$ cat config.mk
export PLATFORM = sky130hd
export DESIGN_NAME = clkreq_ctrl
export DESIGN_NICKNAME = d
export VERILOG_FILES = /design/src/rtl/clkreq_pkg.sv /design/src/rtl/clkreq_rst_filter.sv /design/src/rtl/clkreq_cfg_regs.sv /design/src/rtl/clkreq_drive.sv /design/src/rtl/clkreq_ctrl.sv
export SDC_FILE = /design/constraint.sdc
export NUM_CORES = 1
export LEC_CHECK = 0
export CORE_MARGIN = 2
export CORE_UTILIZATION = 55
export DETAILED_ROUTE_END_ITERATION = 10
export DONT_BUFFER_PORTS = 1
export PLACE_DENSITY = 0.74
export SLEW_MARGIN = 20
export SYNTH_ARGS = -nofsm -noshare
export SYNTH_HDL_FRONTEND = slang
export SYNTH_HIERARCHICAL = 1
export SYNTH_SLANG_ARGS = --single-unit
$ cat constraint.sdc
create_clock -name clk -period 2.78 [get_ports clk]
set_input_delay 0.278 -clock clk [delete_from_list [all_inputs] [get_ports clk]]
set_output_delay 0.278 -clock clk [all_outputs]
set_load 0.02 [all_outputs]
$ cat src/rtl/clkreq_pkg.sv
package clkreq_pkg;
  typedef enum logic [1:0] {
    MODE_WOR  = 2'd0,
    MODE_WAND = 2'd1,
    MODE_PP   = 2'd2,
    MODE_RSVD = 2'd3
  } up_mode_e;
endpackage

$ cat src/rtl/clkreq_rst_filter.sv
module clkreq_rst_filter #(
  parameter int FILT_CYCLES = 30
) (
  input  logic clk,
  input  logic por_n,
  input  logic pin_n,
  output logic active
);
  localparam int CW = $clog2(FILT_CYCLES + 1);
  localparam logic [CW-1:0] LIMIT = CW'(FILT_CYCLES);

  logic s1_q, s2_q;
  logic [CW-1:0] cnt_q;

  always_ff @(posedge clk or negedge por_n) begin
    if (!por_n) begin
      s1_q <= 1'b1;
      s2_q <= 1'b1;
    end else begin
      s1_q <= pin_n;
      s2_q <= s1_q;
    end
  end

  always_ff @(posedge clk or negedge por_n) begin
    if (!por_n)             cnt_q <= '0;
    else if (s2_q)          cnt_q <= '0;
    else if (cnt_q != LIMIT) cnt_q <= cnt_q + 1'b1;
  end

  assign active = (cnt_q == LIMIT);

  AST_ACTIVE_NEEDS_LOW: assert property (@(posedge clk) disable iff (!por_n)
    active |-> $past(!s2_q));
  AST_HIGH_CLEARS: assert property (@(posedge clk) disable iff (!por_n)
    s2_q |=> !active);
endmodule

$ cat src/rtl/clkreq_cfg_regs.sv
module clkreq_cfg_regs
  import clkreq_pkg::*;
#(
  parameter int NCH = 4
) (
  input  logic           clk,
  input  logic           por_n,
  input  logic           we,
  input  logic [NCH-1:0] d_en,
  input  logic [NCH-1:0] d_pol,
  input  logic [1:0]     d_mode,
  input  logic           force_outer,
  output logic [NCH-1:0] en_q,
  output logic [NCH-1:0] pol_q,
  output up_mode_e       mode_q
);
  always_ff @(posedge clk or negedge por_n) begin
    if (!por_n) begin
      en_q   <= '1;
      pol_q  <= '0;
      mode_q <= MODE_WOR;
    end else begin
      if (we) begin
        en_q   <= d_en;
        pol_q  <= d_pol;
        mode_q <= up_mode_e'(d_mode);
      end
      if (force_outer) begin
        en_q[0]     <= 1'b1;
        en_q[NCH-1] <= 1'b1;
      end
    end
  end

  AST_OUTER_FORCED: assert property (@(posedge clk) disable iff (!por_n)
    force_outer |=> (en_q[0] && en_q[NCH-1]));
  AST_POL_HOLDS: assert property (@(posedge clk) disable iff (!por_n)
    !we |=> $stable(pol_q));
  AST_MODE_HOLDS: assert property (@(posedge clk) disable iff (!por_n)
    !we |=> $stable(mode_q));
endmodule

$ cat src/rtl/clkreq_drive.sv
module clkreq_drive
  import clkreq_pkg::*;
#(
  parameter int NCH = 4
) (
  input  logic           clk,
  input  logic           por_n,
  input  logic [NCH-1:0] req,
  input  logic [NCH-1:0] en,
  input  logic [NCH-1:0] pol,
  input  up_mode_e       mode,
  output logic [NCH-1:0] oe,
  output logic           up_val,
  output logic           up_drv
);
  logic any_req;

  always_comb begin
    oe      = (req ^ pol) & en;
    any_req = |oe;
    unique case (mode)
      MODE_WAND: begin up_drv = ~any_req; up_val = 1'b0;    end
      MODE_PP:   begin up_drv = 1'b1;     up_val = any_req; end
      default:   begin up_drv = any_req;  up_val = any_req; end
    endcase
  end

  AST_OE_NEEDS_EN: assert property (@(posedge clk) disable iff (!por_n)
    (oe & ~en) == '0);
  AST_WOR_NO_LOW: assert property (@(posedge clk) disable iff (!por_n)
    (mode != MODE_WAND && up_drv && mode != MODE_PP) |-> up_val);
  AST_WAND_NO_HIGH: assert property (@(posedge clk) disable iff (!por_n)
    (mode == MODE_WAND && up_drv) |-> !up_val);
  AST_PP_DRIVES: assert property (@(posedge clk) disable iff (!por_n)
    (mode == MODE_PP) |-> up_drv);
endmodule

$ cat src/rtl/clkreq_ctrl.sv
module clkreq_ctrl
  import clkreq_pkg::*;
#(
  parameter int NCH         = 4,
  parameter int FILT_CYCLES = 30
) (
  input  logic           clk,
  input  logic           por_n,
  input  logic           filt_rst_n,
  input  logic [NCH-1:0] req_i,
  input  logic           cfg_we,
  input  logic [NCH-1:0] cfg_en,
  input  logic [NCH-1:0] cfg_pol,
  input  logic [1:0]     cfg_mode,
  output logic [NCH-1:0] clk_oe,
  output logic           mreq_o,
  output logic           mreq_oe
);
  logic           filt_active;
  logic [NCH-1:0] en_q, pol_q;
  up_mode_e       mode_q;

  clkreq_rst_filter #(.FILT_CYCLES(FILT_CYCLES)) u_filt (
    .clk(clk), .por_n(por_n), .pin_n(filt_rst_n), .active(filt_active)
  );

  clkreq_cfg_regs #(.NCH(NCH)) u_cfg (
    .clk(clk), .por_n(por_n), .we(cfg_we), .d_en(cfg_en), .d_pol(cfg_pol),
    .d_mode(cfg_mode), .force_outer(filt_active),
    .en_q(en_q), .pol_q(pol_q), .mode_q(mode_q)
  );

  clkreq_drive #(.NCH(NCH)) u_drv (
    .clk(clk), .por_n(por_n), .req(req_i), .en(en_q), .pol(pol_q),
    .mode(mode_q), .oe(clk_oe), .up_val(mreq_o), .up_drv(mreq_oe)
  );

  AST_FLOAT_IMPLIES_NO_PP: assert property (@(posedge clk) disable iff (!por_n)
    !mreq_oe |-> (mode_q != MODE_PP));
  AST_WRITE_LANDS: assert property (@(posedge clk) disable iff (!por_n)
    (cfg_we && !filt_active) |=> (en_q == $past(cfg_en)));
endmodule

==> run_results.csv, run 1 <==
group,metric,value,unit
power,p_switching,142.1,uW
critical_path,crit_arrival,1550,ps
place,place_hpwl,1125,microns
critical_path,crit_fanout,2,
cells_and_area,fill_cells,135,
cells_and_area,post-route-util,62.40,%
synth,synth_flop_cell,"dfrtp_1",
power,power_frac_comb,19.7,%
critical_path,critPathCaptureType,"output port",
critical_path,critical_path_class,"reg -> out",
cells_and_area,synthToLayoutAreaGrowth,6.145,%
power,cellLeakagePower,0.0004722,uW
global_route,antenna_found_initial,0,
synth,synth_top_area_share,30.73,%
synth,synth_top_area_cell,"dfrtp_1",
clock_tree,postCtsSetupBuffers,0,
clock_tree,clkLatencyLatePin,280,ps
power,worst_ir_drop_vdd,313.8,uV
sta,timing.slew.headroom,50.98,%
floorplanning,ios,24,
power,p_int,375.9,uW
floorplanning,dieHeight,44.36,microns
power,p_sw_share,27.43,%
routing,totalWireLength,1500,microns
clock_tree,cts_resized,0,
clock_tree,clockBufferDepth,2,
outcome,outcome,"completed",
clock_tree,htree_levels,1,
floorplanning,row_count,14,
synth,async_reset_ff_share,100.0,%
synth,syn-num-nets,92,
sta,worstMarginPinSlew,732.9,ps
sta,clock_skew,3.811,ps
synth,avgSynthCellArea,12.80,sq um
sta,rsz0062_at_grt,"no",
synth,synth_most_common_cell,"dfrtp_1",
routing,drt_iter0_markers,9,
power,powerDensity,544.8,nW/um^2
global_route,grt_start_max_net_pins,18,
sta,hold_viol,0,
routing,first_pass_iters,3,
clock_tree,cts_tree,"built",
synth,ys_warn_count,6,
synth,synth_cell_type_count,25,
floorplanning,start_util,58.78,%
routing,wl_per_cell,16.48,microns
sta,finalCritPeriodShare,65.89,%
sta,slew_viol_final,0,
sta,fmaxAchievable,545.9,MHz
cells_and_area,final_nets,98,
place,portBuffers,0,
power,fin_total_pwr,518.0,uW
synth,synth-edff-count,0,
routing,vias_per_cell,6.011,
global_route,grtUsageTotal,17.26,%
global_route,grt_overflow,0,
floorplanning,die-area,1968,sq um
cells_and_area,antenna_cells,0,
synth,netlist_area,895.9,sq um
sta,finalCriticalPeriod,1832,ps
clock_tree,cts.reportedPaths.clkPinSlew,90,ps
cells_and_area,stdcell_area,950.9,sq um
sta,setup_tns,0,ps
clock_tree,cts-root-buf,"clkbuf_4",
routing,final_antenna_net_count,0,
floorplanning,die_w,44.36,microns
global_route,grt_pass1_wl,2463,microns
power,pwr-share-clk,24.6,%
routing,drc,0,
power,seq_power_share,55.7,%
synth,syn_inst,70,
job,drv_cap,0,
place,dpl-instance-area,904.6,sq um
hold_path,hold_class,"in -> reg",
synth,synth.area.top_cells,"dfrtp_1 31%, dfstp_2 18%, mux2_4 17%",
clock_tree,cts_num_sinks,17,
sta,setup_viol,0,
critical_path,cp.required,2500,ps
clock_tree,cts_hold_buf,2,
synth,seq_area_frac_synth,48.32,%
sta,holdWs,122.0,ps
synth,ys_seq_elements,17,
global_route,grt_pass1_vias,597,
clock_tree,cts_buffers,3,
routing,vias,547,
floorplanning,core-area,1524,sq um
cells_and_area,layout-drive-gt1-share,36.00,%
place,place.gp.congestion,0.6996,
critical_path,cp-start-kind,"register",
synth,ys_top_cells_by_count,"11 x dfrtp_1, 10 x mux2_4, 6 x dfstp_2, 5 x inv_1",
-- per-stage QoR --
step	cells	worst slack [ps]
finish	91	948.3
detailed placement	85	1255
global placement	85	1318
floorplan	70	1364
global route	91	860.2
CTS	91	926.5
-- critical path: stages (launching register included) --
cell,delay (ps)
dfrtp_1,400
xor2_1,190
a22oi_1,140
and3_1,220
a22oi_2,320
-- cell families after synthesis --
group	count (synthesis)	synth area share (%)
muxes	10	16.76
adders and majority gates	4	5.587
buffers and inverters	7	3.771
DFF	17	48.32
xor gates and xnor gates	4	3.910
and+or+nand+nor	17	11.73
AOI/OAI and AO/OA	11	9.917
-- cells in the final DEF, fill, tap and decap left out, drive strengths merged, types with 3 or more instances in the layout --
master  synthesis  routed
nor2            4       4
clkbuf          0       4
mux2           10      10
inv             6       6
ha              4       4
nor2b           4       4
dfrtp          11      11
dfstp           6       6
xor2            4       4
a31oi           3       3
-- cell type report --
class	instances	area, sq um	area share (%)
clock buffers	4	26.28	2.763
inverters	6	22.52	2.368
multi-input cells	46	429.2	45.13
flip-flops and latches	17	432.9	45.53
well taps	16	20.02	2.105
repair buffers	2	20.02	2.105
-- per-layer routing --
layer	share of wire [%]	vias to the layer above	global-route usage, %	routed length [microns]
li1	-	255	-	-
met1	44	274	21.12	656
met2	50	18	30.29	751
met3	6.1	0	4.898	92
met4	0	0	3.636	0
met5	0	-	0	0
-- power groups by stage --
stage	Combinational (uW)	Sequential (uW)	Clock, uW
2_1_floorplan	89.8	288	0
3_3_place_gp	92.5	291	0
3_5_place_dp	96.1	293	0
4_1_cts	104	289	135
5_1_grt	112	291	146
6_report	102	288	128
-- path summary, 6_finish.rpt --
check / start / endpoint / slack [ps] / cells past startpoint
worst max-delay path: u_cfg/pol_q[1]$_DFFE_PN0P_ / mreq_oe / 950 / 4
worst min-delay path: cfg_we / u_cfg/en_q[3]$_DFFE_PN1P_ / 120 / 1
worst max register to register: u_filt/cnt_q[0]$_DFFE_PN0P_ / u_filt/cnt_q[0]$_DFFE_PN0P_ / 1380 / 5
worst min register to register: u_filt/s1_q$_DFF_PN1_ / u_filt/s2_q$_DFF_PN1_ / 370 / 0
max in group asynchronous: por_n / u_cfg/pol_q[2]$_DFFE_PN0P_ / 1830 / 1
min in group asynchronous: por_n / u_filt/cnt_q[4]$_DFFE_PN0P_ / 490 / 1
-- registers in the layout, summed over array words and instances, names as in the netlist --
register and flops:
u_cfg/mode_q 2, u_filt/s2_q 1, u_cfg/en_q 4, u_filt/s1_q 1, u_cfg/pol_q 4, u_filt/cnt_q 5
Power figures use the tool's default switching activity.
==> run 2, diff against run 1 <==
Settings changed: ABC_AREA set to 1.
Clock period 2.78 ns to 1.7 ns, I/O delays scaled along.
==> run 2 against run 1 <==
Compared with the run above: register-to-register slack worse by 900 ps; power increased by 70%; die area up 0.11%; worst hold slack got worse by 80 ps; highest routed layer is now met4; utilization rose by 9.9 points; critical path type unchanged; largest power group unchanged.
==> run_results.csv, run 2 <==
group,metric,value,unit
synth,synth.area.top_cells,"dfrtp_1 31%, nand2_1 19%, dfstp_2 18%",
floorplanning,die_w,44.39,microns
clock_tree,cts_resized,0,
power,powerDensity,801.5,nW/um^2
cells_and_area,final_common_cell,"nand2_1",
global_route,grt_start_max_net_pins,18,
synth,netlist_area,897.1,sq um
sta,worstMarginPinSlew,755.4,ps
sta,setup_viol,0,
routing,totalWireLength,1777,microns
sta,finalCritPeriodShare,95.83,%
floorplanning,start_util,58.87,%
cells_and_area,post-route-util,72.25,%
synth,syn_inst,111,
critical_path,cp-start-kind,"register",
sta,finalCriticalPeriod,1629,ps
cells_and_area,synthToLayoutAreaGrowth,22.73,%
synth,synth_most_common_cell,"nand2_1",
synth,ys_seq_elements,17,
power,fin_total_pwr,882.5,uW
routing,vias,745,
floorplanning,die-area,1970,sq um
synth,async_reset_ff_share,100.0,%
place,dp.cells,131,
power,cellLeakagePower,0.0005636,uW
floorplanning,dieHeight,44.39,microns
routing,first_pass_iters,4,
synth,synth_top_area_cell,"dfrtp_1",
place,place_hpwl,1183,microns
cells_and_area,most-common-layout-cells,"46 x nand2_1, 13 x dlygate4sd3_1, 11 x dfrtp_1",
cells_and_area,antenna_cells,0,
clock_tree,htree_levels,1,
global_route,grtUsageTotal,20.07,%
routing,drt_iter0_markers,17,
sta,hold_viol,0,
critical_path,crit_fanout,3,
cells_and_area,largest_register,"u_filt/cnt_q",
synth,syn-num-nets,133,
synth,synth_cell_type_count,18,
clock_tree,cts.reportedPaths.clkPinSlew,100,ps
clock_tree,postCtsSetupBuffers,0,
sta,slew_viol_final,0,
synth,synth_flop_cell,"dfrtp_1",
synth,avgSynthCellArea,8.082,sq um
sta,rsz0062_at_grt,"no",
critical_path,critical_path_class,"reg -> out",
sta,clock_skew,3.097,ps
clock_tree,cts_buffers,3,
critical_path,critPathCaptureType,"output port",
sta,fmaxAchievable,613.8,MHz
clock_tree,clockBufferDepth,2,
global_route,grt_pass1_wl,2773,microns
routing,wl_per_cell,12.01,microns
routing,final_antenna_net_count,0,
global_route,grt_pass1_vias,684,
synth,synth-edff-count,0,
sta,timing.slew.headroom,49.47,%
cells_and_area,final_nets,155,
sta,holdWs,42.27,ps
place,place.gp.congestion,0.8251,
job,drv_cap,0,
cells_and_area,reg_top3,"u_filt/cnt_q: 5 flops, u_cfg/en_q: 4 flops, u_cfg/pol_q: 4 flops",
critical_path,cp_slowest_cell,"dfstp_2",
critical_path,crit_top_cell,"nor2_2",
global_route,grt_overflow,0,
clock_tree,cts-root-buf,"clkbuf_4",
cells_and_area,layout-drive-gt1-share,23.48,%
synth,seq_area_frac_synth,48.26,%
critical_path,critPathMaxStageDelay,550,ps
floorplanning,core-area,1524,sq um
synth,synth_top_area_share,30.68,%
synth,ys_warn_count,6,
outcome,outcome,"completed",
critical_path,crit_arrival,1460,ps
cells_and_area,largest_register_ffs,5,
clock_tree,clkLatencyLatePin,290,ps
global_route,antenna_found_initial,0,
routing,drc,0,
routing,vias_per_cell,5.034,
power,worst_ir_drop_vdd,688.1,uV
synth,ys_top_cells_by_count,"46 x nand2_1, 11 x dfrtp_1, 8 x inv_1, 8 x nand3_1, 8 x nor2_1",
critical_path,path_cells,"nand2_1, nor2_2, nor2_4, nand2_2, nor2_2, a21oi_2",
floorplanning,row_count,14,
clock_tree,cts_tree,"built",
hold_path,hold_class,"in -> reg",
sta,setup_tns,0,ps
floorplanning,ios,24,
place,portBuffers,0,
clock_tree,cts_num_sinks,17,
critical_path,cp.required,1530,ps
cells_and_area,stdcell_count,148,
[run 2: final timing paths]
path / from / endpoint / slack (ps) / depth (start not counted)
max in group asynchronous: por_n / u_cfg/mode_q[1]$_DFFE_PN0P_ / 850 / 1
worst max register to register: u_filt/cnt_q[0]$_DFFE_PN0P_ / u_filt/cnt_q[0]$_DFFE_PN0P_ / 480 / 7
worst min-delay path: cfg_we / u_cfg/en_q[2]$_DFFE_PN1P_ / 40 / 3
min in group asynchronous: por_n / u_filt/cnt_q[1]$_DFFE_PN0P_ / 380 / 1
worst min register to register: u_filt/s1_q$_DFF_PN1_ / u_filt/s2_q$_DFF_PN1_ / 370 / 0
worst max-delay path: u_cfg/en_q[0]$_DFFE_PN1P_ / mreq_oe / 70 / 6
[run 2: area by class of cell]
class	instances	area [sq um]
flip-flops and latches	17	432.9
inverters	9	33.78
well taps	16	20.02
fillers	119	422.9
clock buffers	3	22.52
clock inverters	1	5.005
multi-input cells	84	419.2
repair buffers	18	167.7
[run 2: worst max-delay path: cells and delay by family (launching register included)]
| kind | cells | cell delay [ps] |
|---|---|---|
| AO/OA/AOI/OAI | 1 | 230 |
| AND/OR/NAND/NOR | 5 | 390 |
| flip-flops | 1 | 550 |
[run 2: layer usage]
| metal | wire (microns) | track usage [%] | up-vias |
|---|---|---|---|
| met2 | 890 | 35.00 | 25 |
| met4 | 6 | 7.273 | 0 |
| met3 | 113 | 5.306 | 2 |
| met1 | 767 | 23.67 | 334 |
| li1 | - | - | 384 |
| met5 | 0 | 0 | - |
[run 2: metrics by stage]
step	area, sq um	setup slack (ps)
after floorplan	897.1	238.4
after global placement	943.4	414.8
after detailed placement	943.4	402.1
after CTS	1101	62.13
after global routing	1101	8.160
final	1101	70.89
[run 2: timing repair]
action                                  in CTS  in global routing
endpoints found under the setup margin       0                  0
hold buffers                                13                  0
endpoints found under the hold margin       28                  0
[run 2: report_power, final]
part | total (uW) | switching (uW) | leakage [uW] | internal (uW)
logic | 198 | 115 | 0.000343 | 83.0
clock network | 219 | 131 | 0.0000177 | 87.5
registers | 465 | 23.5 | 0.000203 | 442
total | 883 | 270 | 0.000564 | 612
[run 2: cells by family after synthesis]
family	count (synthesis)	share of synthesized area (%)
flip-flops	17	48.26
adder cells (fa/ha/maj)	4	5.579
buffers and inverters	10	5.021
AO/OA/AOI/OAI	2	1.534
AND/OR/NAND/NOR	78	39.61
